$ cat config.mk
export PLATFORM = sky130hd
export DESIGN_NAME = serprog_host
export DESIGN_NICKNAME = d
export VERILOG_FILES = /design/src/rtl/serprog_pkg.sv /design/src/rtl/serprog_dp.sv /design/src/rtl/serprog_ctrl.sv /design/src/rtl/serprog_host.sv
export SDC_FILE = /design/constraint.sdc
export NUM_CORES = 1
export LEC_CHECK = 0
export ABC_AREA = 1
export BUFFER_PORTS_ARGS = -buffer_cell sky130_fd_sc_hd__clkbuf_2
export CORE_ASPECT_RATIO = 0.9
export CORE_MARGIN = 2
export CORE_UTILIZATION = 60
export CTS_CLUSTER_SIZE = 12
export DETAILED_ROUTE_END_ITERATION = 7
export PLACE_DENSITY = 0.8
export SLEW_MARGIN = 20
export SYNTH_ARGS = -nofsm -noshare
export SYNTH_HDL_FRONTEND = slang
export SYNTH_SLANG_ARGS = --single-unit
$ cat constraint.sdc
create_clock -name clk -period 4 [get_ports clk]
set_input_delay 0.6 -clock clk [delete_from_list [all_inputs] [get_ports clk]]
set_output_delay 0.6 -clock clk [all_outputs]
set_load 0.1 [all_outputs]
$ cat src/rtl/serprog_pkg.sv
package serprog_pkg;

  localparam int WAIT_W = 32;

  typedef enum logic [2:0] {
    CMD_START   = 3'd0,
    CMD_LOAD    = 3'd1,
    CMD_COMMIT  = 3'd2,
    CMD_EEWR    = 3'd3,
    CMD_FRD     = 3'd4,
    CMD_EERD    = 3'd5,
    CMD_RELEASE = 3'd6,
    CMD_NONE    = 3'd7
  } cmd_e;

  // strobes from control to datapath
  typedef struct packed {
    logic              frameGo;
    logic [31:0]       frame;
    logic              waitGo;
    logic [WAIT_W-1:0] waitLen;
    logic              rstHigh;
    logic              rstLow;
  } strobe_t;

  localparam logic [7:0] OP_ENABLE  = 8'hAC;
  localparam logic [7:0] ECHO_KEY   = 8'h53;
  localparam logic [7:0] OP_LOAD_LO = 8'h40;
  localparam logic [7:0] OP_LOAD_HI = 8'h48;
  localparam logic [7:0] OP_COMMIT  = 8'h4C;
  localparam logic [7:0] OP_RD_LO   = 8'h20;
  localparam logic [7:0] OP_RD_HI   = 8'h28;
  localparam logic [7:0] OP_EE_WR   = 8'hC0;
  localparam logic [7:0] OP_EE_RD   = 8'hA0;

endpackage

$ cat src/rtl/serprog_dp.sv
module serprog_dp
  import serprog_pkg::*;
#(
  parameter int SCK_HALF = 4
) (
  input  logic        clk,
  input  logic        rstN,
  input  strobe_t     ctl,
  output logic        frameDone,
  output logic [15:0] rxLow,
  output logic        timerZero,
  output logic        tgtReset,
  output logic        tgtSck,
  output logic        tgtMosi,
  input  logic        tgtMiso
);

  localparam int DIV_W = (SCK_HALF < 2) ? 1 : $clog2(SCK_HALF);
  localparam logic [DIV_W-1:0] DIV_LAST = DIV_W'(SCK_HALF - 1);

  logic [DIV_W-1:0]  divCnt;
  logic [4:0]        bitIdx;
  logic              active;
  logic              sckQ;
  logic              rstQ;
  logic              doneQ;
  logic [31:0]       txSh;
  logic [31:0]       rxSh;
  logic [WAIT_W-1:0] waitCnt;

  always_ff @(posedge clk or negedge rstN) begin
    if (!rstN) begin
      divCnt  <= '0;
      bitIdx  <= '0;
      active  <= 1'b0;
      sckQ    <= 1'b0;
      rstQ    <= 1'b0;
      doneQ   <= 1'b0;
      txSh    <= '0;
      rxSh    <= '0;
      waitCnt <= '0;
    end else begin
      doneQ <= 1'b0;
      if (ctl.rstHigh)     rstQ <= 1'b1;
      else if (ctl.rstLow) rstQ <= 1'b0;

      if (ctl.waitGo)        waitCnt <= ctl.waitLen;
      else if (waitCnt != 0) waitCnt <= waitCnt - 1'b1;

      if (ctl.frameGo) begin
        active <= 1'b1;
        txSh   <= ctl.frame;
        bitIdx <= '0;
        divCnt <= '0;
        sckQ   <= 1'b0;
      end else if (active) begin
        if (divCnt == DIV_LAST) begin
          divCnt <= '0;
          if (!sckQ) begin
            sckQ <= 1'b1;
            rxSh <= {rxSh[30:0], tgtMiso};
          end else begin
            sckQ <= 1'b0;
            if (bitIdx == 5'd31) begin
              active <= 1'b0;
              doneQ  <= 1'b1;
            end else begin
              bitIdx <= bitIdx + 1'b1;
              txSh   <= {txSh[30:0], 1'b0};
            end
          end
        end else begin
          divCnt <= divCnt + 1'b1;
        end
      end
    end
  end

  assign frameDone = doneQ;
  assign rxLow     = rxSh[15:0];
  assign timerZero = (waitCnt == '0);
  assign tgtReset  = rstQ;
  assign tgtSck    = sckQ;
  assign tgtMosi   = txSh[31];

  AST_MOSI_HELD_HIGH: assert property (@(posedge clk) disable iff (!rstN)
    (sckQ && $past(sckQ)) |-> $stable(txSh[31]));
  AST_IDLE_SCK_LOW: assert property (@(posedge clk) disable iff (!rstN)
    !active |-> !sckQ);
  AST_RESET_SCK_LOW: assert property (@(posedge clk) disable iff (!rstN)
    rstQ |-> !sckQ);
  AST_DONE_PULSE: assert property (@(posedge clk) disable iff (!rstN)
    doneQ |=> !doneQ);

endmodule

$ cat src/rtl/serprog_ctrl.sv
module serprog_ctrl
  import serprog_pkg::*;
#(
  parameter int RST_CLKS    = 16,
  parameter int SETTLE_CLKS = 2500000,
  parameter int FLASH_WAIT  = 562500,
  parameter int EE_WAIT     = 1125000,
  parameter int MAX_TRY     = 8,
  parameter int PAGE_BITS   = 6
) (
  input  logic        clk,
  input  logic        rstN,
  input  logic        reqValid,
  input  logic [2:0]  reqCmd,
  input  logic [15:0] reqAddr,
  input  logic        reqHigh,
  input  logic [7:0]  reqData,
  input  logic        frameDone,
  input  logic [15:0] rxLow,
  input  logic        timerZero,
  output strobe_t     ctl,
  output logic        busy,
  output logic        enabled,
  output logic        errFlag,
  output logic        rdValid,
  output logic [7:0]  rdData
);

  localparam int TRY_W = $clog2(MAX_TRY + 1);
  localparam logic [7:0] PAGE_MASK = 8'((1 << PAGE_BITS) - 1);

  typedef enum logic [2:0] {
    S_IDLE, S_RST, S_SETTLE, S_ENFRAME, S_OPFRAME, S_OPWAIT
  } state_e;

  state_e     state, nextState;
  cmd_e       curCmd;
  logic [TRY_W-1:0] tries;
  logic [31:0] opFrame;
  logic        echoOk;
  logic        lastTry;
  logic        isMemCmd;

  assign echoOk   = (rxLow[15:8] == ECHO_KEY);
  assign lastTry  = (tries == TRY_W'(MAX_TRY - 1));
  assign isMemCmd = (reqCmd >= 3'd1) && (reqCmd <= 3'd5);

  always_comb begin
    case (cmd_e'(reqCmd))
      CMD_LOAD:   opFrame = {reqHigh ? OP_LOAD_HI : OP_LOAD_LO, 8'h00,
                             reqAddr[7:0] & PAGE_MASK, reqData};
      CMD_COMMIT: opFrame = {OP_COMMIT, reqAddr[15:8],
                             reqAddr[7:0] & ~PAGE_MASK, 8'h00};
      CMD_EEWR:   opFrame = {OP_EE_WR, reqAddr, reqData};
      CMD_FRD:    opFrame = {reqHigh ? OP_RD_HI : OP_RD_LO, reqAddr, 8'h00};
      default:    opFrame = {OP_EE_RD, reqAddr, 8'h00};
    endcase
  end

  always_comb begin
    ctl       = '0;
    nextState = state;
    case (state)
      S_IDLE: if (reqValid) begin
        if (cmd_e'(reqCmd) == CMD_START) begin
          ctl.rstHigh = 1'b1;
          ctl.waitGo  = 1'b1;
          ctl.waitLen = WAIT_W'(RST_CLKS);
          nextState   = S_RST;
        end else if (cmd_e'(reqCmd) == CMD_RELEASE) begin
          ctl.rstHigh = 1'b1;
        end else if (isMemCmd && enabled) begin
          ctl.frameGo = 1'b1;
          ctl.frame   = opFrame;
          nextState   = S_OPFRAME;
        end
      end
      S_RST: if (timerZero) begin
        ctl.rstLow  = 1'b1;
        ctl.waitGo  = 1'b1;
        ctl.waitLen = WAIT_W'(SETTLE_CLKS);
        nextState   = S_SETTLE;
      end
      S_SETTLE: if (timerZero) begin
        ctl.frameGo = 1'b1;
        ctl.frame   = {OP_ENABLE, ECHO_KEY, 16'h0000};
        nextState   = S_ENFRAME;
      end
      S_ENFRAME: if (frameDone) begin
        if (echoOk || lastTry) begin
          nextState = S_IDLE;
        end else begin
          ctl.rstHigh = 1'b1;
          ctl.waitGo  = 1'b1;
          ctl.waitLen = WAIT_W'(RST_CLKS);
          nextState   = S_RST;
        end
      end
      S_OPFRAME: if (frameDone) begin
        if (curCmd == CMD_COMMIT) begin
          ctl.waitGo  = 1'b1;
          ctl.waitLen = WAIT_W'(FLASH_WAIT);
          nextState   = S_OPWAIT;
        end else if (curCmd == CMD_EEWR) begin
          ctl.waitGo  = 1'b1;
          ctl.waitLen = WAIT_W'(EE_WAIT);
          nextState   = S_OPWAIT;
        end else begin
          nextState = S_IDLE;
        end
      end
      S_OPWAIT: if (timerZero) nextState = S_IDLE;
      default:  nextState = S_IDLE;
    endcase
  end

  always_ff @(posedge clk or negedge rstN) begin
    if (!rstN) begin
      state   <= S_IDLE;
      curCmd  <= CMD_NONE;
      tries   <= '0;
      enabled <= 1'b0;
      errFlag <= 1'b0;
      rdValid <= 1'b0;
      rdData  <= '0;
    end else begin
      state   <= nextState;
      rdValid <= 1'b0;
      if (state == S_IDLE && reqValid) begin
        curCmd <= cmd_e'(reqCmd);
        if (cmd_e'(reqCmd) == CMD_START) begin
          tries   <= '0;
          errFlag <= 1'b0;
          enabled <= 1'b0;
        end else if (cmd_e'(reqCmd) == CMD_RELEASE) begin
          enabled <= 1'b0;
        end
      end
      if (state == S_ENFRAME && frameDone) begin
        if (echoOk)       enabled <= 1'b1;
        else if (lastTry) errFlag <= 1'b1;
        else              tries   <= tries + 1'b1;
      end
      if (state == S_OPFRAME && frameDone &&
          (curCmd == CMD_FRD || curCmd == CMD_EERD)) begin
        rdValid <= 1'b1;
        rdData  <= rxLow[7:0];
      end
    end
  end

  assign busy = (state != S_IDLE);

  AST_ERR_EXCLUDES_ENABLE: assert property (@(posedge clk) disable iff (!rstN)
    errFlag |-> !enabled);
  AST_TRY_LIMIT: assert property (@(posedge clk) disable iff (!rstN)
    tries < TRY_W'(MAX_TRY));
  AST_FRAME_NEEDS_ENABLE: assert property (@(posedge clk) disable iff (!rstN)
    (ctl.frameGo && state == S_IDLE) |-> enabled);
  AST_RDVALID_PULSE: assert property (@(posedge clk) disable iff (!rstN)
    rdValid |=> !rdValid);

endmodule

$ cat src/rtl/serprog_host.sv
module serprog_host
  import serprog_pkg::*;
#(
  parameter int SCK_HALF    = 4,
  parameter int RST_CLKS    = 16,
  parameter int SETTLE_CLKS = 2500000,
  parameter int FLASH_WAIT  = 562500,
  parameter int EE_WAIT     = 1125000,
  parameter int MAX_TRY     = 8,
  parameter int PAGE_BITS   = 6
) (
  input  logic        clk,
  input  logic        rstN,
  input  logic        reqValid,
  input  logic [2:0]  reqCmd,
  input  logic [15:0] reqAddr,
  input  logic        reqHigh,
  input  logic [7:0]  reqData,
  output logic        busy,
  output logic        enabled,
  output logic        errFlag,
  output logic        rdValid,
  output logic [7:0]  rdData,
  output logic        tgtReset,
  output logic        tgtSck,
  output logic        tgtMosi,
  input  logic        tgtMiso
);

  strobe_t     ctl;
  logic        frameDone;
  logic [15:0] rxLow;
  logic        timerZero;

  serprog_ctrl #(
    .RST_CLKS(RST_CLKS), .SETTLE_CLKS(SETTLE_CLKS), .FLASH_WAIT(FLASH_WAIT),
    .EE_WAIT(EE_WAIT), .MAX_TRY(MAX_TRY), .PAGE_BITS(PAGE_BITS)
  ) u_ctrl (
    .clk(clk), .rstN(rstN), .reqValid(reqValid), .reqCmd(reqCmd),
    .reqAddr(reqAddr), .reqHigh(reqHigh), .reqData(reqData),
    .frameDone(frameDone), .rxLow(rxLow), .timerZero(timerZero),
    .ctl(ctl), .busy(busy), .enabled(enabled), .errFlag(errFlag),
    .rdValid(rdValid), .rdData(rdData)
  );

  serprog_dp #(.SCK_HALF(SCK_HALF)) u_dp (
    .clk(clk), .rstN(rstN), .ctl(ctl), .frameDone(frameDone), .rxLow(rxLow),
    .timerZero(timerZero), .tgtReset(tgtReset), .tgtSck(tgtSck),
    .tgtMosi(tgtMosi), .tgtMiso(tgtMiso)
  );

endmodule

Yosys cells after proc, flatten, opt, wreduce, memory -nomap -nowiden
Index checks and enable logic that the tools add are counted.

operators by class
  add/subtract/negate cells = 4
  $mul = 0
  divide/modulo/power cells = 0
  $lt $le $gt $ge = 2
  equality and inequality tests = 27
  shifts and indexed selects = 0
  muxes and demuxes = 82
  bitwise operators = 2
  reductions and logical operators = 22

operator list
  operator                 number
  $mux W33                 9
  $mux W32                 7
  $pmux W33 S4             1
  $pmux W32 S4             1
  $mux W34                 2
  $mux W67                 1
  $pmux W33 S2             1
  $mux W3                  11
  $logic_not A32 Y1        1
  $mux W1                  32
  $reduce_bool A32 Y1      1
  $sub A32 B1 Y32 const B  1
  $mux W4                  7
  $mux W5                  5
  $eq A3 B2 Y1 const B     6
  $eq A3 B3 Y1 const B     6
  $pmux W3 S6              1
  $ne A2 B2 Y1 const B     5
  $reduce_bool A2 Y1       5
  $eq A8 B7 Y1 const B     1
  $reduce_and A4 Y1        2
  $reduce_and A8 Y1        1
  $eq A3 B1 Y1 const B     2
  $logic_and A1 B1 Y1      6
  18 further kinds         24

storage, ports and cells
  flip-flop bits (word level) = 112
  latch bits = 0
  RAM bits = 0
  bits in read-only memories = 0
  input bits = 32
  output and inout bits = 15
  memories kept = 0

Logic depth before layout (Yosys ltp)
Gate-level depths: netlist (run 1).

  depth after elaboration = 10
  gate-level depth with buffers = 14

Modules after synthesis
From an unflattened synthesis (run 1), not the netlist that was laid out.

unflattened totals
  cells, all modules = 912
  area, all modules = 6686.4 um2

by module, submodules not included
  module        times used  cells an instance  area each (um2)  seq. area each (um2)
  serprog_dp    1           627                4810.9           2277.2
  serprog_ctrl  1           285                1875.5           529.3

Least setup slack after synthesis (run 1)
No wires, ideal clock.

  path type = register -> register
  from = register u_ctrl.state[2]
  to = register u_dp.txSh[29]
  library setup time = 0.116 ns
  arrival time = 2.006 ns
  required time = 3.884 ns
  setup slack = 1.878 ns
  stages on the path, launching flop included = 9
  buffers on the path = 0
  period minus slack after synthesis = 2.122 ns
  cell sequence = dfrtp_1 nor2_1 nand2_1 nor2_1 nand4_1 o21ai_0 nand2_1 nand2_1 nand2_1

between the ends
  cells in the longest elaborated chain, start to end = 4
  elaborated cells between the ends (all ways) = 9

RTL lines
  what                                                                 line                 source
  start, declared                                                      serprog_ctrl.sv:36   state_e state, nextState;
  start signal, assigned                                               serprog_ctrl.sv:127  state <= nextState;
  $eq A3 B2 Y1 / $logic_not A3 Y1 (equally long branches)              serprog_ctrl.sv:63   case (state)
  $pmux W33 S2 (*)                                                     serprog_ctrl.sv:63
  $ne A2 B2 Y1 (no line) / $reduce_bool A2 Y1 (equally long branches)  --
  $reduce_and A4 Y1 (no line)                                          --
  end signal, assigned                                                 serprog_dp.sv:52     txSh <= ctl.frame;
  end signal, assigned                                                 serprog_dp.sv:69     txSh <= {txSh[30:0], 1'b0};
  end, declared                                                        serprog_dp.sv:27     logic [31:0] txSh;

Mark *: on every way between the ends. The rest lies on a longest branch, timed or not.
A chain may end at the register's enable or synchronous reset.

Final worst setup path (run 1)
  from = register u_dp.waitCnt[0]
  to = register u_dp.waitCnt[18]

between the ends
  cells in the longest elaborated chain, start to end = 4
  elaborated cells between the ends (all ways) = 8

RTL lines
  what                                                                     line              source
  start, declared                                                          serprog_dp.sv:29  logic [WAIT_W-1:0] waitCnt;
  start signal, assigned                                                   serprog_dp.sv:47  if (ctl.waitGo) waitCnt <= ctl.waitLen;
  start signal, assigned                                                   serprog_dp.sv:48  else if (waitCnt != 0) waitCnt <= waitCnt - 1'b1;
  parallel branches: the longest is 4 deep, another holds $sub A32 B1 Y32  --

Several ways; the timed one is not identified. The select of a mux whose other input is x is not followed.

==> results.cfg, run 1 <==
[setup_path]
timing.rr.start = u_dp.waitCnt[0]
startpoint = u_dp.waitCnt[0]
cp_data_required_time_ns = 4.30
worstSetupEndpointType = register
arrival_ns = 2.89
cp_max_fo = 21
startpoint_type = register
critical_path_class = register to register

[flow_run]
maxCapViolCount = 0

[route]
drc = 0
dr.first_iter.drc_count = 453
routedWlPerCell_microns = 14.2
first_pass_iters = 6
routed_wl_mm = 13.5
ant_nets = 0
vias_per_cell = 5.41
vias = 5149

[layout]
final_common_cell = nand2_1
area_delta_synth_final_pct = 8.13
n_antenna_cell = 0
final-instance-count-excl-fill = 952
post-route-cell-area_sq_um = 6450
finalNetCount = 859
register_area_sq_um = 2810
drive_gt1_frac = 0.126
fill_cells = 837
most-common-layout-cells = 221 x nand2_1, 109 x dfrtp_1, 103 x nor2_1
multi_input_area_sq_um = 2740

[clocking]
htree_levels = 3
clk_pin_slew_ns = 0.11
clock_latency_ns = 0.39
cts_resized = 0
cts_buffers = 9
cts.sinks = 112
cts_hold_buf = 0
clockBufferDepth = 2
clock-root-buffer = clkbuf_8
postCtsSetupBuffers = 0
tritoncts = built

[logic_synthesis]
synth_edf_count = 0
synth_area_sq_um = 5970
synth_top_family_by_area = simple AND/OR/NAND/NOR gates
syn_nets = 819
async_flop_share = 1.00
synth-simple-area-share = 0.348
yosysWarnings = 0
synth_ff_type = dfrtp_1
yosysUniqueCellTypes = 37
synth.area.mux_share = 0
yosys.area_share.adder = 0.0126
netlist_instances = 781
synth_xor_area_frac = 0.0382
synth-compound-area-share = 0.0595
ys_ff_latch = 112
synth.avg_cell_area_sq_um = 7.64
ys_seq_area_frac = 0.470

[power]
power.total_mw = 4.08
ir_drop_mv = 0.387
powerDensity_nw_per_um2 = 632
p_leak_nw = 3.46

[place]
gp_congestion = 0.910
post-dp-hpwl_mm = 9.91
place_area_sq_um = 6270
dp_cells = 936
portBuffers = 46

[floorplan]
core_area_sq_um = 9660
rows = 34
die_area_sq_um = 10800
start_util = 0.618
fp.dieH_microns = 98.6
ios = 47
fp.dieW_microns = 109

[timing]
hold_viol = 0
hold_slack_ns = 0.306
fmax_mhz = 385
rsz0062_at_grt = false
fin_crit_ns = 2.59
period_share = 0.649
worst_pin_slew_ns = 0.863
setup-violations-final = 0
finalMaxSlewViolations = 0
slew-limit-headroom = 0.425
setup_tns_ns = 0
fin_skew_ns = 0.0109

[grt]
grt_usage = 0.274
grt_max_degree = 68
grt_pass1_wl_mm = 23.4
grt-ovfl-total = 0
antenna_found_initial = 0
grt_pass1_vias = 5131

[min_path]
hold_path.class = input pin to async pin

[run_status]
outcome = completed
-- through the flow --
stage | utilization | worst slack [ns]
after floorplan | - | 1.88
after global placement | 0.649 | 1.41
after detailed placement | 0.649 | 1.26
after CTS | 0.668 | 1.42
after global routing | 0.668 | 1.02
final | 0.668 | 1.41
-- synthesized netlist by cell type (2+ instances only) --
master	count	share of area
a21oi_1	34	0.029
buf_2	9	0.0075
buf_4	2	0.0025
buf_6	5	0.0094
clkbuf_1	4	0.0025
dfrtp_1	109	0.46
dfstp_2	3	0.013
ha_1	6	0.013
inv_1	72	0.045
inv_2	5	0.0031
nand2_1	221	0.14
nand2_2	10	0.010
nand3_1	92	0.077
nand3_2	2	0.0034
nand3b_1	3	0.0038
nand4_1	10	0.010
nor2_1	103	0.065
nor2_2	8	0.0084
nor2_4	5	0.0094
nor3_1	8	0.0067
o21ai_0	26	0.022
o21ai_1	5	0.0042
xnor2_1	12	0.018
xor2_1	14	0.021
-- layer usage --
layer / part of all wire / vias up / global-route usage
li1: - / 2568 / -
met1: 0.46 / 2442 / 0.374
met2: 0.48 / 122 / 0.441
met3: 0.049 / 17 / 0.0675
met4: 0.013 / 0 / 0.0700
met5: 0 / - / 0
-- logic make-up (layout without fill, tap and decap cells) --
family / after synthesis / count (layout)
XOR/XNOR: 26 / 26
adder cells (fa/ha/maj): 6 / 6
AO/OA/AOI/OAI: 69 / 69
buffers and inverters: 98 / 143
AND/OR/NAND/NOR: 470 / 470
flip-flops: 112 / 112
-- flip-flops by register name (all words and copies together) (netlist names) --
signal and cells:
u_dp.divCnt 2, u_dp.tgtSck 1, u_ctrl.errFlag 1, u_ctrl.rdData 8, u_ctrl.rdValid 1, u_dp.tgtReset 1, u_ctrl.state 3, u_dp.active 1
u_dp.waitCnt 32, u_ctrl.enabled 1, u_ctrl.curCmd 3, u_dp.bitIdx 5, u_ctrl.tries 4, u_dp.txSh 32, u_dp.frameDone 1, u_dp.rxSh 16
-- critical path, stage by stage (launching register included) --
cell and delay, ns:
dfrtp_1 0.39, inv_1 0.10, ha_1 0.22, nand2_1 0.07
nor2_1 0.05, nand2_2 0.09, nor2_4 0.06, nand2_1 0.54
inv_2 0.11, nor2_1 0.59, nand2_1 0.14, nand2_1 0.10
inv_1 0.04
-- final cells by class --
cell class	count	share of cell area
Timing Repair Buffer	49	0.0415
Clock buffer	10	0.0198
Inverter	78	0.0458
Sequential cell	112	0.435
Clock inverter	6	0.00911
Multi-Input combinational cell	571	0.425
Tap cell	126	0.0244
-- power by group --
group	switching, mW	leakage, nW	internal [mW]
Clock	0.418	0.0928	0.244
Sequential	0.289	1.47	1.49
Combinational	1.10	1.90	0.535
-- final timing paths --
path / endpoint / slack (ns) / cells past startpoint
max: u_dp.waitCnt[18] / 1.41 / 12
min: u_dp.waitCnt[19] / 0.31 / 1
max reg2reg: u_dp.waitCnt[18] / 1.41 / 12
min reg2reg: u_dp.rxSh[15] / 0.48 / 2
max in group asynchronous: u_ctrl.tries[3] / 2.99 / 2
min in group clk: u_dp.txSh[19] / 0.43 / 3
Power figures use the tool's default switching activity.
==> inputs of run 2 (changes only) <==
==> constraint.sdc (replaced) <==
create_clock -name clk -period 2.7 [get_ports clk]
set_input_delay 0.405 -clock clk [delete_from_list [all_inputs] [get_ports clk]]
set_output_delay 0.405 -clock clk [all_outputs]
set_load 0.1 [all_outputs]
==> run 2 against run 1 <==
The flow now finishes with violations (hold timing). Clock-buffer cell count unchanged. Combinational power rose by 49%. Sequential power is 48% higher. Clock skew is 0.0026 ns lower. Final area grew 0.93%. Maximum frequency is 13% higher. Highest routed layer unchanged. Sequential cell count did not move.
==> results.cfg, run 2 (same netlist as run 1, synthesis figures left out) <==
[clocking]
clk_pin_slew_ns = 0.11
cts_buffers = 9
clock_latency_ns = 0.39
clock-root-buffer = clkbuf_8
cts_hold_buf = 0
tritoncts = built
htree_levels = 3
cts.sinks = 112
cts_resized = 0
clockBufferDepth = 2
postCtsSetupBuffers = 0

[layout]
reg_top3 = u_dp.txSh: 32 flops, u_dp.waitCnt: 32 flops, u_dp.rxSh: 16 flops
n_antenna_cell = 0
drive_gt1_frac = 0.132
post-route-cell-area_sq_um = 6510
fill_cells = 830
finalNetCount = 864
final_common_cell = nand2_1
most-common-layout-cells = 221 x nand2_1, 109 x dfrtp_1, 103 x nor2_1
area_delta_synth_final_pct = 9.14
final_core_util = 0.675

[timing]
hold_slack_ns = -0.00317
hold_viol = 2
fin_skew_ns = 0.00835
setup-violations-final = 0
worst_pin_slew_ns = 0.743
period_share = 0.849
fmax_mhz = 436
fin_crit_ns = 2.29
rsz0062_at_grt = false
finalMaxSlewViolations = 0
setup_tns_ns = 0
slew-limit-headroom = 0.503

[floorplan]
die_area_sq_um = 10800
start_util = 0.618
core_area_sq_um = 9660
rows = 34
fp.dieW_microns = 109
fp.dieH_microns = 98.6
ios = 47

[setup_path]
critical_path_class = register to register
startpoint_type = register
reg2reg_slack_ns = 0.41
reg2reg_depth = 12
cpPeakStageDelay_ns = 0.42
cp_slowest_cell = dfrtp_1
r2r-end = u_dp.rxSh[7]
cp_max_fo = 29
path_cells = inv_1 -> ha_1 -> nand2_1 -> nor2_1 -> nand2_2 -> nor2_4 -> nand2_4 -> nand2_2 -> inv_2 -> nand2_2 -> nand2_1 -> o21ai_0
path_common_cell = nand2_2
arrival_ns = 2.60
timing.rr.start = u_dp.waitCnt[0]
cp_data_required_time_ns = 3.01
worstSetupEndpointType = register

[place]
gp_congestion = 0.971
post-dp-hpwl_mm = 10.1
portBuffers = 46
place_area_sq_um = 6290

[flow_run]
maxCapViolCount = 0

[grt]
grt_max_degree = 44
antenna_found_initial = 0
grt_pass1_vias = 4991
grt-ovfl-total = 0
grt_pass1_wl_mm = 23.2
grt_usage = 0.274

[run_status]
outcome = finished, violations left
violations = hold timing

[route]
routedWlPerCell_microns = 14.3
vias = 5212
dr.first_iter.drc_count = 548
ant_nets = 0
vias_per_cell = 5.45
drc = 0
first_pass_iters = 5
routed_wl_mm = 13.7

[power]
p_leak_nw = 3.50
powerDensity_nw_per_um2 = 946
ir_drop_mv = 0.793

[min_path]
hold_path.class = input pin to async pin
-- run 2: cell types whose count changed in the layout (fill, tap and decap cells not counted) --
cell,change
buf_12,-1
buf_4,+6
bufinv_16,+1
clkbuf_1,-1
clkbuf_8,+1
clkinv_8,+1
clkinvlp_4,-1
inv_6,+1
inv_8,-2
-- run 2: worst max-delay path by stage --
stage          cells after the start  slack (ns)       endpoint       startpoint
6_report                          12        0.41   u_dp.rxSh[7]  u_dp.waitCnt[0]
5_1_grt                           12        0.17   u_dp.rxSh[7]  u_dp.waitCnt[0]
4_1_cts                           11        0.39   u_dp.rxSh[3]  u_dp.waitCnt[0]
3_5_place_dp                      11        0.43   u_dp.rxSh[7]        reqCmd[0]
3_3_place_gp                       9        0.50  u_dp.txSh[15]   u_dp.bitIdx[0]
2_1_floorplan                      8        0.58  u_dp.txSh[29]  u_ctrl.state[2]
-- run 2: layer usage --
layer  track usage  up-vias  wire, microns
met2         0.423      146           6590
met5             0        -              0
met4        0.0897        0            234
li1              -     2577              -
met3        0.0489       28            761
met1         0.394     2461           6090
-- run 2: worst max-delay path, delay by kind of cell (launching register included) --
family	cells	cell delay, ns
compound gates	1	0.10
fa+ha+maj	1	0.21
buf+inv	2	0.30
flops	1	0.42
simple gates	8	1.17
-- run 2: power by group --
part	switching [mW]	internal (mW)
combinational	1.63	0.797
clock	0.613	0.477
sequential	0.431	2.21
-- run 2: final cells by class --
| class | count | area (sq um) | share of cell area |
|---|---|---|---|
| Inverter | 78 | 295 | 0.0453 |
| Timing Repair Buffer | 54 | 293 | 0.0449 |
| Multi-Input combinational cell | 571 | 2740 | 0.421 |
| Clock buffer | 10 | 138 | 0.0211 |
| Clock inverter | 6 | 83.8 | 0.0129 |
| Sequential cell | 112 | 2810 | 0.431 |
| Tap cell | 126 | 158 | 0.0242 |
-- run 2: per-stage QoR --
step                      power (mW)  instances  setup slack, ns
after global routing            6.63        957            0.173
after CTS                       6.17        957            0.386
final                           6.16        957            0.409
after detailed placement        5.06        941            0.426
after floorplan                 4.51        781            0.578
after global placement          4.96        941            0.500
==> inputs of run 3 (changes only) <==
--- a/config.mk
+++ b/config.mk
@@ -9,10 +9,10 @@
 export BUFFER_PORTS_ARGS = -buffer_cell sky130_fd_sc_hd__clkbuf_2
 export CORE_ASPECT_RATIO = 0.9
 export CORE_MARGIN = 2
-export CORE_UTILIZATION = 60
+export CORE_UTILIZATION = 54
 export CTS_CLUSTER_SIZE = 12
 export DETAILED_ROUTE_END_ITERATION = 7
-export PLACE_DENSITY = 0.8
+export PLACE_DENSITY = 0.76
 export SLEW_MARGIN = 20
 export SYNTH_ARGS = -nofsm -noshare
 export SYNTH_HDL_FRONTEND = slang
==> constraint.sdc (replaced) <==
create_clock -name clk -period 1.8 [get_ports clk]
set_input_delay 0.27 -clock clk [delete_from_list [all_inputs] [get_ports clk]]
set_output_delay 0.27 -clock clk [all_outputs]
set_load 0.1 [all_outputs]
==> run 3 against run 2 <==
Setup slack lost 0.45 ns. Clock-buffer cell count shrank 1. Clock skew grew 0.0016 ns. First-iteration DRC count shrank 30%. Utilization grew 7.4 points. Critical path depth is the same. Sequential share of layout area shrank 8.3 points. Sequential cell count is the same. Die area grew 11%. Total power grew 88%. The run ends with setup timing left. Highest routed layer unchanged. Combinational power grew 130%.
==> results.cfg, run 3 (same netlist as run 1, synthesis figures left out) <==
[power]
p_leak_nw = 4.26
powerDensity_nw_per_um2 = 1430
ir_drop_mv = 1.37

[layout]
drive_gt1_frac = 0.340
final-instance-count-excl-fill = 1082
reg_top3 = u_dp.txSh: 32 flops, u_dp.waitCnt: 32 flops, u_dp.rxSh: 16 flops
final_common_cell = nand2_1
most-common-layout-cells = 197 x nand2_1, 106 x dfrtp_1, 105 x buf_4
post-route-cell-area_sq_um = 8090
finalNetCount = 983
n_antenna_cell = 0
area_delta_synth_final_pct = 35.5

[clocking]
cts_buffers = 9
clock-root-buffer = clkbuf_16
clk_pin_slew_ns = 0.08
htree_levels = 3
clock_latency_ns = 0.36
clockBufferDepth = 2
cts.sinks = 112
tritoncts = built

[grt]
grt_max_degree = 61
grt_pass1_wl_mm = 25.8
grt-ovfl-total = 0
grt_pass1_vias = 5636
grt_usage = 0.269
antenna_found_initial = 0

[timing]
fin_crit_ns = 1.84
slew-limit-headroom = 0.621
finalMaxSlewViolations = 0
setup_tns_ns = -0.199
fin_skew_ns = 0.00995
worst_pin_slew_ns = 0.566
finalWorstSetupSlack_ns = -0.0364
period_share = 1.02
setup-violations-final = 14
fmax_mhz = 545
hold_viol = 0
rsz0062_at_grt = true

[route]
first_pass_iters = 8
dr.first_iter.drc_count = 384
vias_per_cell = 5.49
ant_nets = 0
drc = 0
routed_wl_mm = 16.7
routedWlPerCell_microns = 15.5
vias = 5941

[setup_path]
crit_family = simple AND/OR/NAND/NOR gates
cpPeakStageDelay_ns = 0.45
worstSetupEndpointType = register
startpoint_type = register
cp_slowest_cell = dfrtp_1
arrival_ns = 2.12
cp_data_required_time_ns = 2.08
critPathBufInv = 2
critical_path_class = register to register
cp_max_fo = 7
path_cells = nor2_2 -> nand2_2 -> nor2_2 -> nand2_2 -> nor2_4 -> nand2_4 -> nand2_4 -> inv_8 -> nand2_8 -> clkbuf_16 -> nand2_1 -> o21ai_1

[floorplan]
start_util = 0.552
fp.dieH_microns = 104
ios = 47
core_area_sq_um = 10800
fp.dieW_microns = 115
die_area_sq_um = 11900
rows = 36

[place]
gp_congestion = 0.865
portBuffers = 46
dp_cells = 1038
post-dp-hpwl_mm = 10.7
place_area_sq_um = 7030

[run_status]
violations = setup timing
outcome = finished, violations left

[min_path]
hold_path.class = input pin to register

[flow_run]
maxCapViolCount = 0
==> run 3: cell types whose count changed in the layout (fill, tap and decap cells not counted), moves of 8 or more <==
| cell | change |
|---|---|
| nand2_2 | +15 |
| nor2_4 | +9 |
| clkbuf_16 | +13 |
| clkbuf_8 | -10 |
| inv_2 | +9 |
| nor2_1 | -32 |
| nand3_1 | -10 |
| nor2_2 | +23 |
| inv_1 | -11 |
| nand3_2 | +10 |
| nand2_4 | +8 |
| buf_4 | +96 |
| nand2_1 | -24 |
| buf_6 | +13 |
==> run 3: tightest hold or removal path, cell delays in order <==
cell	delay, ns
clkbuf_2	0.07
nand2_1	0.04
nand3_1	0.06
==> run 3: layer usage <==
layer | track usage | up-vias | share of wire
li1 | - | 2820 | -
met1 | 0.354 | 2848 | 0.41
met2 | 0.444 | 223 | 0.50
met3 | 0.0597 | 50 | 0.060
met4 | 0.0818 | 0 | 0.026
met5 | 0 | - | 0
==> run 3: per-stage QoR <==
stage | setup WS [ns] | hold slack, ns | total power, mW | util
after floorplan | 0.00622 | -0.0256 | 6.79 | -
after global placement | -0.104 | 0.197 | 8.20 | 0.651
after detailed placement | -0.168 | 0.204 | 8.36 | 0.651
after CTS | -0.00259 | 0.116 | 10.7 | 0.695
after global routing | -0.115 | 0.130 | 12.3 | 0.748
final | -0.0364 | 0.123 | 11.6 | 0.748
==> run 3: power breakdown <==
part	internal (mW)	total, mW	switching (mW)	leakage [nW]
Combinational	2.37	5.61	3.24	2.65
Clock	1.09	2.05	0.961	0.148
Sequential	3.33	3.95	0.621	1.46
==> run 3: path summary, 6_finish.rpt <==
kind                                      start                to  slack [ns]  cells after the start
worst max-delay path            u_dp.waitCnt[2]      u_dp.rxSh[7]       -0.04                     12
worst min-delay path                 reqAddr[3]     u_dp.txSh[11]        0.12                      3
worst max register to register  u_dp.waitCnt[2]      u_dp.rxSh[7]       -0.04                     12
worst min register to register     u_dp.txSh[0]      u_dp.txSh[0]        0.48                      2
max in group asynchronous                  rstN      u_dp.txSh[7]        0.78                      3
min in group asynchronous                  rstN  u_ctrl.rdData[7]        0.38                      2
==> run 3: cell type report <==
type,instances,area (sq um)
Timing Repair Buffer,173,1390
Tap cell,133,166
Clock buffer,9,225
Multi-Input combinational cell,571,3120
Clock inverter,6,68.8
Sequential cell,112,2810
Inverter,78,310
Fill cell,720,2720
==> run 3: repair_timing <==
item                                   in CTS  in global routing
setup buffers                              12                 13
gates resized for setup                    20                124
pin swaps                                   7                 33
gates cloned                                1                  4
endpoints found under the hold margin      24                  0
setup endpoints to repair                  71                 91
hold buffers                                1                  0
